[src/rtl/rs_pool_pkg.sv]
package rs_pool_pkg;

    localparam int TAG_W  = 4;
    localparam int DATA_W = 32;
    localparam int OP_W   = 2;

    typedef enum logic [OP_W-1:0] {
        OP_ADD  = 2'd0,
        OP_SUB  = 2'd1,
        OP_XOR  = 2'd2,
        OP_PASS = 2'd3
    } op_e;

    typedef enum logic [1:0] {
        ST_FREE,
        ST_WAIT,
        ST_EXEC,
        ST_DONE
    } st_e;

    // An operand: tag 0 means data is valid, otherwise waiting on tag
    typedef struct packed {
        logic [TAG_W-1:0]  tag;
        logic [DATA_W-1:0] data;
    } opnd_t;

    typedef struct packed {
        logic              valid;
        logic [TAG_W-1:0]  tag;
        logic [DATA_W-1:0] data;
    } bus_t;

    // Capture a broadcast value if this operand waits on it
    function automatic opnd_t snoop(opnd_t o, bus_t b);
        opnd_t r;
        r = o;
        if (b.valid && (o.tag != '0) && (o.tag == b.tag)) begin
            r.tag  = '0;
            r.data = b.data;
        end
        return r;
    endfunction

    function automatic logic both_ready(opnd_t a, opnd_t b);
        return (a.tag == '0) && (b.tag == '0);
    endfunction

    // Placeholder datapath
    function automatic logic [DATA_W-1:0] exec_op(op_e op, logic [DATA_W-1:0] a,
                                                  logic [DATA_W-1:0] b);
        logic [DATA_W-1:0] r;
        case (op)
            OP_ADD:  r = a + b;
            OP_SUB:  r = a - b;
            OP_XOR:  r = a ^ b;
            default: r = a;
        endcase
        return r;
    endfunction

endpackage

[src/rtl/rs_pick.sv]
module rs_pick #(
    parameter int N  = 3,
    parameter int IW = 2
) (
    input  logic [N-1:0]  req,
    output logic          found,
    output logic [IW-1:0] idx,
    output logic [N-1:0]  oh
);
    // Lowest index wins: scan downward so the last hit is the lowest
    always_comb begin
        found = 1'b0;
        idx   = '0;
        oh    = '0;
        for (int i = N - 1; i >= 0; i--) begin
            if (req[i]) begin
                found = 1'b1;
                idx   = IW'(i);
                oh    = '0;
                oh[i] = 1'b1;
            end
        end
    end
endmodule

[src/rtl/rs_entry.sv]
module rs_entry
    import rs_pool_pkg::*;
(
    input  logic              clk,
    input  logic              rst,
    input  logic              alloc,
    input  op_e               alloc_op,
    input  opnd_t             alloc_a,
    input  opnd_t             alloc_b,
    input  bus_t              cdb,
    input  logic              dispatch,
    input  logic              wb_valid,
    input  logic [DATA_W-1:0] wb_data,
    input  logic              free_req,
    output st_e               state,
    output op_e               op,
    output opnd_t             src_a,
    output opnd_t             src_b,
    output logic [DATA_W-1:0] result,
    output logic              ready
);
    always_ff @(posedge clk) begin
        if (rst) begin
            state  <= ST_FREE;
            op     <= OP_ADD;
            src_a  <= '0;
            src_b  <= '0;
            result <= '0;
        end else begin
            case (state)
                ST_FREE: begin
                    if (alloc) begin
                        state <= ST_WAIT;
                        op    <= alloc_op;
                        src_a <= alloc_a;
                        src_b <= alloc_b;
                    end
                end
                ST_WAIT: begin
                    src_a <= snoop(src_a, cdb);
                    src_b <= snoop(src_b, cdb);
                    if (dispatch) state <= ST_EXEC;
                end
                ST_EXEC: begin
                    if (wb_valid) begin
                        result <= wb_data;
                        state  <= ST_DONE;
                    end
                end
                default: begin
                    if (free_req) state <= ST_FREE;
                end
            endcase
        end
    end

    assign ready = (state == ST_WAIT) && both_ready(src_a, src_b);
endmodule

[src/rtl/rs_exec.sv]
module rs_exec
    import rs_pool_pkg::*;
#(
    parameter int IDX_W = 2,
    parameter int LAT   = 2
) (
    input  logic              clk,
    input  logic              rst,
    input  logic              go,
    input  logic [IDX_W-1:0]  go_idx,
    input  op_e               go_op,
    input  logic [DATA_W-1:0] go_a,
    input  logic [DATA_W-1:0] go_b,
    output logic              wb_valid,
    output logic [IDX_W-1:0]  wb_idx,
    output logic [DATA_W-1:0] wb_data
);
    logic [LAT-1:0]    stg_v;
    logic [IDX_W-1:0]  stg_idx [LAT];
    logic [DATA_W-1:0] stg_d   [LAT];

    always_ff @(posedge clk) begin
        if (rst) begin
            stg_v <= '0;
        end else begin
            stg_v[0] <= go;
            for (int k = 1; k < LAT; k++) stg_v[k] <= stg_v[k-1];
        end
    end

    always_ff @(posedge clk) begin
        stg_idx[0] <= go_idx;
        stg_d[0]   <= exec_op(go_op, go_a, go_b);
        for (int k = 1; k < LAT; k++) begin
            stg_idx[k] <= stg_idx[k-1];
            stg_d[k]   <= stg_d[k-1];
        end
    end

    assign wb_valid = stg_v[LAT-1];
    assign wb_idx   = stg_idx[LAT-1];
    assign wb_data  = stg_d[LAT-1];
endmodule

[src/rtl/rs_pool.sv]
module rs_pool
    import rs_pool_pkg::*;
#(
    parameter int NUM_RS   = 3,
    parameter int BASE_TAG = 10,
    parameter int EX_LAT   = 2
) (
    input  logic              clk,
    input  logic              rst,
    input  logic              iss_valid,
    input  logic [OP_W-1:0]   iss_op,
    input  logic [TAG_W-1:0]  iss_a_tag,
    input  logic [DATA_W-1:0] iss_a_data,
    input  logic [TAG_W-1:0]  iss_b_tag,
    input  logic [DATA_W-1:0] iss_b_data,
    output logic              iss_ready,
    output logic [TAG_W-1:0]  iss_tag,
    input  logic              cdb_valid,
    input  logic [TAG_W-1:0]  cdb_tag,
    input  logic [DATA_W-1:0] cdb_data,
    output logic              req_valid,
    output logic [TAG_W-1:0]  req_tag,
    output logic [DATA_W-1:0] req_data,
    input  logic              req_grant
);
    localparam int IDX_W = (NUM_RS > 1) ? $clog2(NUM_RS) : 1;
    localparam logic [TAG_W-1:0] BASE_T = TAG_W'(BASE_TAG);

    bus_t  cdb;
    opnd_t in_a, in_b;
    logic  iss_fire;

    st_e               st_q    [NUM_RS];
    op_e               op_q    [NUM_RS];
    opnd_t             a_q     [NUM_RS];
    opnd_t             b_q     [NUM_RS];
    logic [DATA_W-1:0] res_q   [NUM_RS];

    logic [NUM_RS-1:0] free_vec, ready_vec, done_vec;
    logic [NUM_RS-1:0] free_oh, disp_oh, done_oh;
    logic              free_found, disp_found, done_found;
    logic [IDX_W-1:0]  free_idx, disp_idx, done_idx;

    logic              wb_valid;
    logic [IDX_W-1:0]  wb_idx;
    logic [DATA_W-1:0] wb_data;

    logic              lock_v;
    logic [IDX_W-1:0]  lock_idx;
    logic [IDX_W-1:0]  req_idx;

    // Result bus and issue operands, with same-cycle capture
    always_comb begin
        cdb.valid = cdb_valid;
        cdb.tag   = cdb_tag;
        cdb.data  = cdb_data;
        in_a.tag  = iss_a_tag;
        in_a.data = iss_a_data;
        in_b.tag  = iss_b_tag;
        in_b.data = iss_b_data;
        in_a      = snoop(in_a, cdb);
        in_b      = snoop(in_b, cdb);
    end

    assign iss_ready = free_found;
    assign iss_tag   = BASE_T + TAG_W'(free_idx);
    assign iss_fire  = iss_valid && free_found;

    genvar g;
    generate
        for (g = 0; g < NUM_RS; g++) begin : g_rs
            rs_entry u_entry (
                .clk      (clk),
                .rst      (rst),
                .alloc    (iss_fire && free_oh[g]),
                .alloc_op (op_e'(iss_op)),
                .alloc_a  (in_a),
                .alloc_b  (in_b),
                .cdb      (cdb),
                .dispatch (disp_oh[g]),
                .wb_valid (wb_valid && (wb_idx == IDX_W'(g))),
                .wb_data  (wb_data),
                .free_req (req_valid && req_grant && (req_idx == IDX_W'(g))),
                .state    (st_q[g]),
                .op       (op_q[g]),
                .src_a    (a_q[g]),
                .src_b    (b_q[g]),
                .result   (res_q[g]),
                .ready    (ready_vec[g])
            );
            assign free_vec[g] = (st_q[g] == ST_FREE);
            assign done_vec[g] = (st_q[g] == ST_DONE);
        end
    endgenerate

    rs_pick #(.N(NUM_RS), .IW(IDX_W)) u_free_pick (
        .req(free_vec), .found(free_found), .idx(free_idx), .oh(free_oh)
    );

    rs_pick #(.N(NUM_RS), .IW(IDX_W)) u_disp_pick (
        .req(ready_vec), .found(disp_found), .idx(disp_idx), .oh(disp_oh)
    );

    rs_pick #(.N(NUM_RS), .IW(IDX_W)) u_done_pick (
        .req(done_vec), .found(done_found), .idx(done_idx), .oh(done_oh)
    );

    rs_exec #(.IDX_W(IDX_W), .LAT(EX_LAT)) u_exec (
        .clk      (clk),
        .rst      (rst),
        .go       (disp_found),
        .go_idx   (disp_idx),
        .go_op    (op_q[disp_idx]),
        .go_a     (a_q[disp_idx].data),
        .go_b     (b_q[disp_idx].data),
        .wb_valid (wb_valid),
        .wb_idx   (wb_idx),
        .wb_data  (wb_data)
    );

    // Keep the offered result fixed until the arbiter takes it
    always_ff @(posedge clk) begin
        if (rst) begin
            lock_v   <= 1'b0;
            lock_idx <= '0;
        end else if (req_valid && !req_grant) begin
            lock_v   <= 1'b1;
            lock_idx <= req_idx;
        end else begin
            lock_v   <= 1'b0;
        end
    end

    assign req_idx   = lock_v ? lock_idx : done_idx;
    assign req_valid = lock_v || done_found;
    assign req_tag   = BASE_T + TAG_W'(req_idx);
    assign req_data  = res_q[req_idx];

    logic unused_done;
    assign unused_done = ^done_oh;
endmodule

[config.mk]
export PLATFORM = sky130hd
export DESIGN_NAME = rs_pool
export DESIGN_NICKNAME = d
export VERILOG_FILES = /design/src/rtl/rs_pool_pkg.sv /design/src/rtl/rs_pick.sv /design/src/rtl/rs_entry.sv /design/src/rtl/rs_exec.sv /design/src/rtl/rs_pool.sv
export SDC_FILE = /design/constraint.sdc
export NUM_CORES = 1
export LEC_CHECK = 0
export CAP_MARGIN = 20
export CORE_MARGIN = 5
export CORE_UTILIZATION = 30
export CTS_CLUSTER_DIAMETER = 120
export DETAILED_ROUTE_END_ITERATION = 12
export GPL_TIMING_DRIVEN = 0
export SLEW_MARGIN = 10
export SYNTH_ARGS = -nofsm -noshare
export SYNTH_HDL_FRONTEND = slang
export SYNTH_SLANG_ARGS = --single-unit
[constraint.sdc]
create_clock -name clk -period 9.94 [get_ports clk]
set_input_delay 0.994 -clock clk [delete_from_list [all_inputs] [get_ports clk]]
set_output_delay 0.994 -clock clk [all_outputs]
set_load 0.01 [all_outputs]
# After elaboration in Yosys (flattened, before gate mapping)
# Memory sizes are Yosys's and may differ from the RTL's.
# Cells that the tools add are included.
[totals] inputBits=115 output_inout_bits=42 mem_count=2 wordCells=224 reg_bits=329 ramBits=68
[op_classes] addsub=4 n_lt_le_gt_ge=2 eq_ne=38 n_mux=74 n_reduce_logical=77 bitwise_logic=3
[memory_table] name="u_exec.stg_d" depth=2 width=32 rd=2 rd_ports_with_merged_regs=0 write_ports=2 line="rs_exec.sv:20" rtl="logic [DATA_W-1:0] stg_d [LAT];"
[memory_table] name="u_exec.stg_idx" depth=2 width=2 rd=2 rd_ports_with_merged_regs=0 write_ports=2 line="rs_exec.sv:19" rtl="logic [IDX_W-1:0] stg_idx [LAT];"
[op_table] cell="$mux W36" n=14
[op_table] cell="$pmux W36 S2" n=6
[op_table] cell="$mux W32" n=6
[op_table] cell="$bmux W36 S2" n=2
[op_table] cell="$pmux W32 S3" n=1
[op_table] cell="$bmux W32 S2" n=1
[op_table] cell="$mux W2" n=24
[op_table] cell="$reduce_bool A4 Y1" n=11
[op_table] cell="$logic_and A1 B1 Y1" n=34
[op_table] cell="$add A32 B32 Y32" n=1
[op_table] cell="$eq A4 B4 Y1" n=8
[op_table] cell="$sub A32 B32 Y32" n=1
[op_table] cell="$xor A32 B32 Y32" n=1
[op_table] cell="$logic_not A4 Y1" n=6
[op_table] cell="$ne A2 B1 Y1 const B" n=12
[op_table] cell="$eq A2 B2 Y1 const B" n=9
[op_table] cell="$mux W3" n=6
[op_table] cell="$pmux W2 S3" n=3
[op_table] cell="$reduce_and A3 Y1" n=6
[op_table] cell="$eq A2 B1 Y1 const B" n=6
[op_table] cell="$logic_not A2 Y1" n=6
[op_table] cell="$reduce_and A2 Y1" n=6
[op_table] cell="$reduce_and A4 Y1" n=3
[op_table] cell="$mux W1" n=10
[op_table] cell="8 further kinds" n=15

# Logic depth before layout (Yosys ltp)
[depth] ltp_word=12 mapped_depth=32 mapped_depth_nobuf=25

# Hierarchy
# A second synthesis with hierarchy kept.
[unflattened] cells_unflattened=2775 hier_area_um2=23607.6
[modules_own_cells] mod="rs_entry" area_each_um2=5088.6 n_inst=3 seq_area_each_um2=2162.1 cells_per_inst=566
[modules_own_cells] mod="rs_exec" area_each_um2=4998.5 n_inst=1 seq_area_each_um2=1401.3 cells_per_inst=596
[modules_own_cells] mod="rs_pool" area_each_um2=3215.6 n_inst=1 seq_area_each_um2=60.1 cells_per_inst=463
[modules_own_cells] mod="rs_pick" area_each_um2=42.5 n_inst=3 seq_area_each_um2=0.0 cells_per_inst=6

# Worst setup path before layout
# OpenSTA, ideal clock, no wires.
[synth_timing] kind="flip-flop to flip-flop" startpoint="register g_rs[1].u_entry.state[1]" endpoint="memory u_exec.stg_d[0][31]" synth_period_minus_slack_ns=5.947 path_slack_ns=3.993 t_required_ns=9.879 n_path_buf=7 setup_time_ns=0.061 stages_incl_launch_ff=32 arrival_ns=5.886 cell_sequence="dfxtp_1 inv_1 ha_1 clkbuf_1 nor2b_1 and3_1 or3_1 buf_6 buf_6 buf_2 buf_1 buf_1 nor2_1 a21o_1 ha_1 nor4b_2 and2b_1 nand2_1 o21ai_0 xor2_1 ha_1 and3_1 o21ai_0 o311ai_0 nor3_1 a21oi_1 a41o_1 o41a_1 clkbuf_1 and4_1 a2111oi_0 and4_1"
[synth_rtl] item="start, declared" line="rs_entry.sv:15" rtl="output st_e state,"
[synth_rtl] item="start signal, assigned" line="rs_entry.sv:24" rtl="state <= ST_FREE;"
[synth_rtl] item="start signal, assigned" line="rs_entry.sv:33" rtl="state <= ST_WAIT;"
[synth_rtl] item="start signal, assigned" line="rs_entry.sv:42" rtl="if (dispatch) state <= ST_EXEC;"
[synth_rtl] item="end, declared" line="rs_exec.sv:20"

==> results.json <==
{
  "status": "finished clean",
  "place_ws_ns": 1.41,
  "ys_ff_latch": 397,
  "grt_overflow": 0,
  "min_path_cells": 0,
  "start_kind": "flop",
  "fmax_mhz": 111,
  "cts.clk_slew.worst_paths_ns": 0.06,
  "crit_type": "reg2reg",
  "first_global_vias": 21013,
  "max_stage_delay_ns": 0.78,
  "cts_buffers": 46,
  "hold_violations": 0,
  "syn_to_final_growth_pct": 20.8,
  "ant_nets": 0,
  "clock_latency_ns": 0.61,
  "drt_first_pass_iters": 7,
  "setup_tns_ns": 0,
  "ys_types": 72,
  "cts_tree": "yes",
  "slew_violations": 0,
  "crit_family": "buffers and inverters",
  "power_density_nw_per_um2": 374,
  "end_kind": "flop",
  "wire_per_inst_um": 21.7,
  "cts-resized-gates": 0,
  "path_buf_inv": 8,
  "whs_ns": 0.319,
  "grt_pass1_wl_um": 132000,
  "ys_seq_area_share_pct": 37.5,
  "dr.first_iter.drc_count": 2593,
  "netlist_area_um2": 21200,
  "fin_ws_ns": 0.957,
  "period_needed_ns": 8.98,
  "num_rows": 97,
  "fin_skew_ns": 0.0435,
  "worstMarginPinSlew_ns": 1.22,
  "r2r_end": "u_exec.stg_d[0][31]",
  "maxCapViolations": 0,
  "cts-root-buf": "clkbuf_16",
  "synthFlopType": "dfxtp_1",
  "cp_max_fo": 10,
  "peakVddDrop_uv": 155,
  "hpwl_um": 66400,
  "clkSinkCount": 397,
  "timing.slew.headroom_pct": 18.7,
  "hold_path.startpoint": "u_exec.stg_d[0][5]",
  "synth-edff-count": 0,
  "r2r_cells": 30,
  "drc": 0,
  "min_path_type": "reg2reg",
  "critical_path_required_ns": 10.45,
  "nets": 3292,
  "io-pin-count": 157,
  "avgSynthCellArea_um2": 7.22,
  "total_power_mw": 9.56,
  "setup_viol": 0,
  "grt_usage_pct": 22.7,
  "reg2reg_from": "g_rs[1].u_entry.state[1]",
  "die_width_um": 276,
  "critPathArrivalTime_ns": 9.50,
  "finalCritPeriodShare_pct": 90.4,
  "vias": 22022,
  "post_cts_buffers": 0,
  "clockBufferDepth": 3,
  "diodes": 0,
  "drive_above_1_share_pct": 6.34,
  "p_leak_nw": 9.87,
  "htreeDepth": 2,
  "fill_cells": 7443,
  "cts_hold_buffers": 0,
  "routed_via_density": 5.36,
  "synthCells": 2932,
  "antenna_found_initial": 1,
  "rsz0062_at_grt": "false",
  "port_buffers": 149,
  "die_h_um": 276,
  "crit_path_top_delay_cell": "clkbuf_1",
  "ff2ff_setup_slack_ns": 0.96,
  "start_util_pct": 30.2,
  "design.die.area_um2": 76000,
  "gp_congestion": 0.980,
  "ys_async_sr_fraction_pct": 0,
  "min_to": "u_exec.stg_d[0][37]",
  "core_area_um2": 70000,
  "yosysWarnings": 0,
  "drt_wl_total_um": 89300,
  "grt_max_degree": 16
}
[worst reg2reg max path: cells and delay by family (launching register included)]
| family | cells | cell delay (ns) |
|---|---|---|
| flops | 1 | 0.34 |
| buf+inv | 8 | 2.94 |
| compound gates | 8 | 2.50 |
| simple gates | 10 | 2.24 |
| fa+ha+maj | 3 | 0.79 |
| xor+xnor | 1 | 0.14 |
[metal layers]
layer | track usage [%] | routed length (um)
met5 | 0 | 0
met4 | 10.2 | 4460
met3 | 5.58 | 9360
met2 | 36.1 | 39500
met1 | 29.2 | 36000
[cell type report]
cell class | instances | area, um^2 | area share [%]
Clock buffer | 61 | 1360 | 5.32
Sequential cell | 397 | 7950 | 31.1
Buffer | 207 | 843 | 3.30
Tap cell | 940 | 1180 | 4.60
Timing Repair Buffer | 151 | 1520 | 5.95
Multi-Input combinational cell | 2295 | 12300 | 47.9
Clock inverter | 25 | 334 | 1.31
Inverter | 34 | 128 | 0.499
[cell usage after synthesis (3+ instances only)]
library cell	instances	area share, %
a211oi_1	10	0.35
a21o_1	11	0.39
a21oi_1	359	8.5
a22oi_1	19	0.67
a31o_2	3	0.12
a31oi_1	65	1.9
a41o_1	3	0.14
and3_1	12	0.35
buf_1	30	0.53
buf_2	17	0.40
buf_4	4	0.14
buf_6	4	0.21
clkbuf_1	152	2.7
dfxtp_1	397	38
ha_1	44	2.6
inv_1	32	0.57
mux2_2	64	3.4
mux2i_1	50	2.4
nand2_1	427	7.6
nand2b_1	14	0.41
nand3_1	21	0.50
nand4_1	8	0.24
nor2_1	611	11
nor2b_1	41	1.2
nor3_1	229	5.4
nor3b_1	3	0.11
nor4_1	13	0.38
nor4_2	3	0.18
o211ai_1	4	0.14
o21a_1	7	0.25
o21ai_0	79	1.9
o21ai_1	4	0.095
o21bai_1	4	0.14
o22ai_1	3	0.089
o311ai_0	3	0.12
o31ai_1	12	0.43
or2_2	7	0.21
or3_1	12	0.35
or4_1	3	0.11
xnor2_1	69	2.9
xor2_1	39	1.6
[power by group]
part / total, mW / internal (mW) / switching [mW]
sequential: 2.26 / 2.01 / 0.251
clock: 1.90 / 1.15 / 0.749
combinational: 5.40 / 1.92 / 3.48
total: 9.56 / 5.08 / 4.48
[layout by cell type (no fill, tap or decap), drive strengths merged, types with 57 or more instances in the layout]
master         Yosys  routed
a21oi            359     359
a31oi             66      66
buf               55      57
clkbuf           152     213
clkdlybuf4s50      0     149
dfxtp            397     397
mux2              64      64
nand2            428     428
nor2             612     612
nor3             229     229
o21ai             83      83
xnor2             69      69
[worst max-delay path by stage]
stage,start,end,slack (ns),cells after the start
floorplan,g_rs[1].u_entry.state[1],u_exec.stg_d[0][31],3.99,31
global placement,g_rs[1].u_entry.state[1],u_exec.stg_d[0][31],1.39,30
detailed placement,g_rs[1].u_entry.state[1],u_exec.stg_d[0][31],1.41,30
CTS,g_rs[1].u_entry.state[1],u_exec.stg_d[0][31],1.37,30
global route,g_rs[1].u_entry.state[1],u_exec.stg_d[0][31],0.57,30
finish,g_rs[1].u_entry.state[1],u_exec.stg_d[0][31],0.96,30
[state kept, by name (all words and copies together) (netlist names)]
| signal | cells |
|---|---|
| u_exec.stg_v | 2 |
| u_exec.stg_idx | 4 |
| g_rs.u_entry.src_b | 108 |
| g_rs.u_entry.result | 96 |
| lock_idx | 2 |
| g_rs.u_entry.src_a | 108 |
| g_rs.u_entry.state | 6 |
| g_rs.u_entry.op | 6 |
| lock_v | 1 |
| u_exec.stg_d | 64 |
[metrics by stage]
stage / area [um^2] / utilization, % / instances
finish: 25600 / 36.5 / 4110
global route: 25600 / 36.5 / 4110
CTS: 25600 / 36.5 / 4110
detailed placement: 23900 / 34.1 / 4024
global placement: 23800 / 34.0 / 4022
floorplan: 21200 / - / 2933
[logic make-up (layout without fill, tap and decap cells)]
kind of cell | after synthesis | count (layout) | share of synthesized area [%]
mux | 114 | 114 | 5.77
other cells | 1 | 2 | 0.0177
flops | 397 | 397 | 37.5
buf+inv | 241 | 478 | 4.59
xor+xnor | 108 | 108 | 4.47
simple gates | 1421 | 1421 | 28.7
compound gates | 605 | 605 | 16.2
fa+ha+maj | 45 | 45 | 2.70
(Power assumes the default switching activity.)
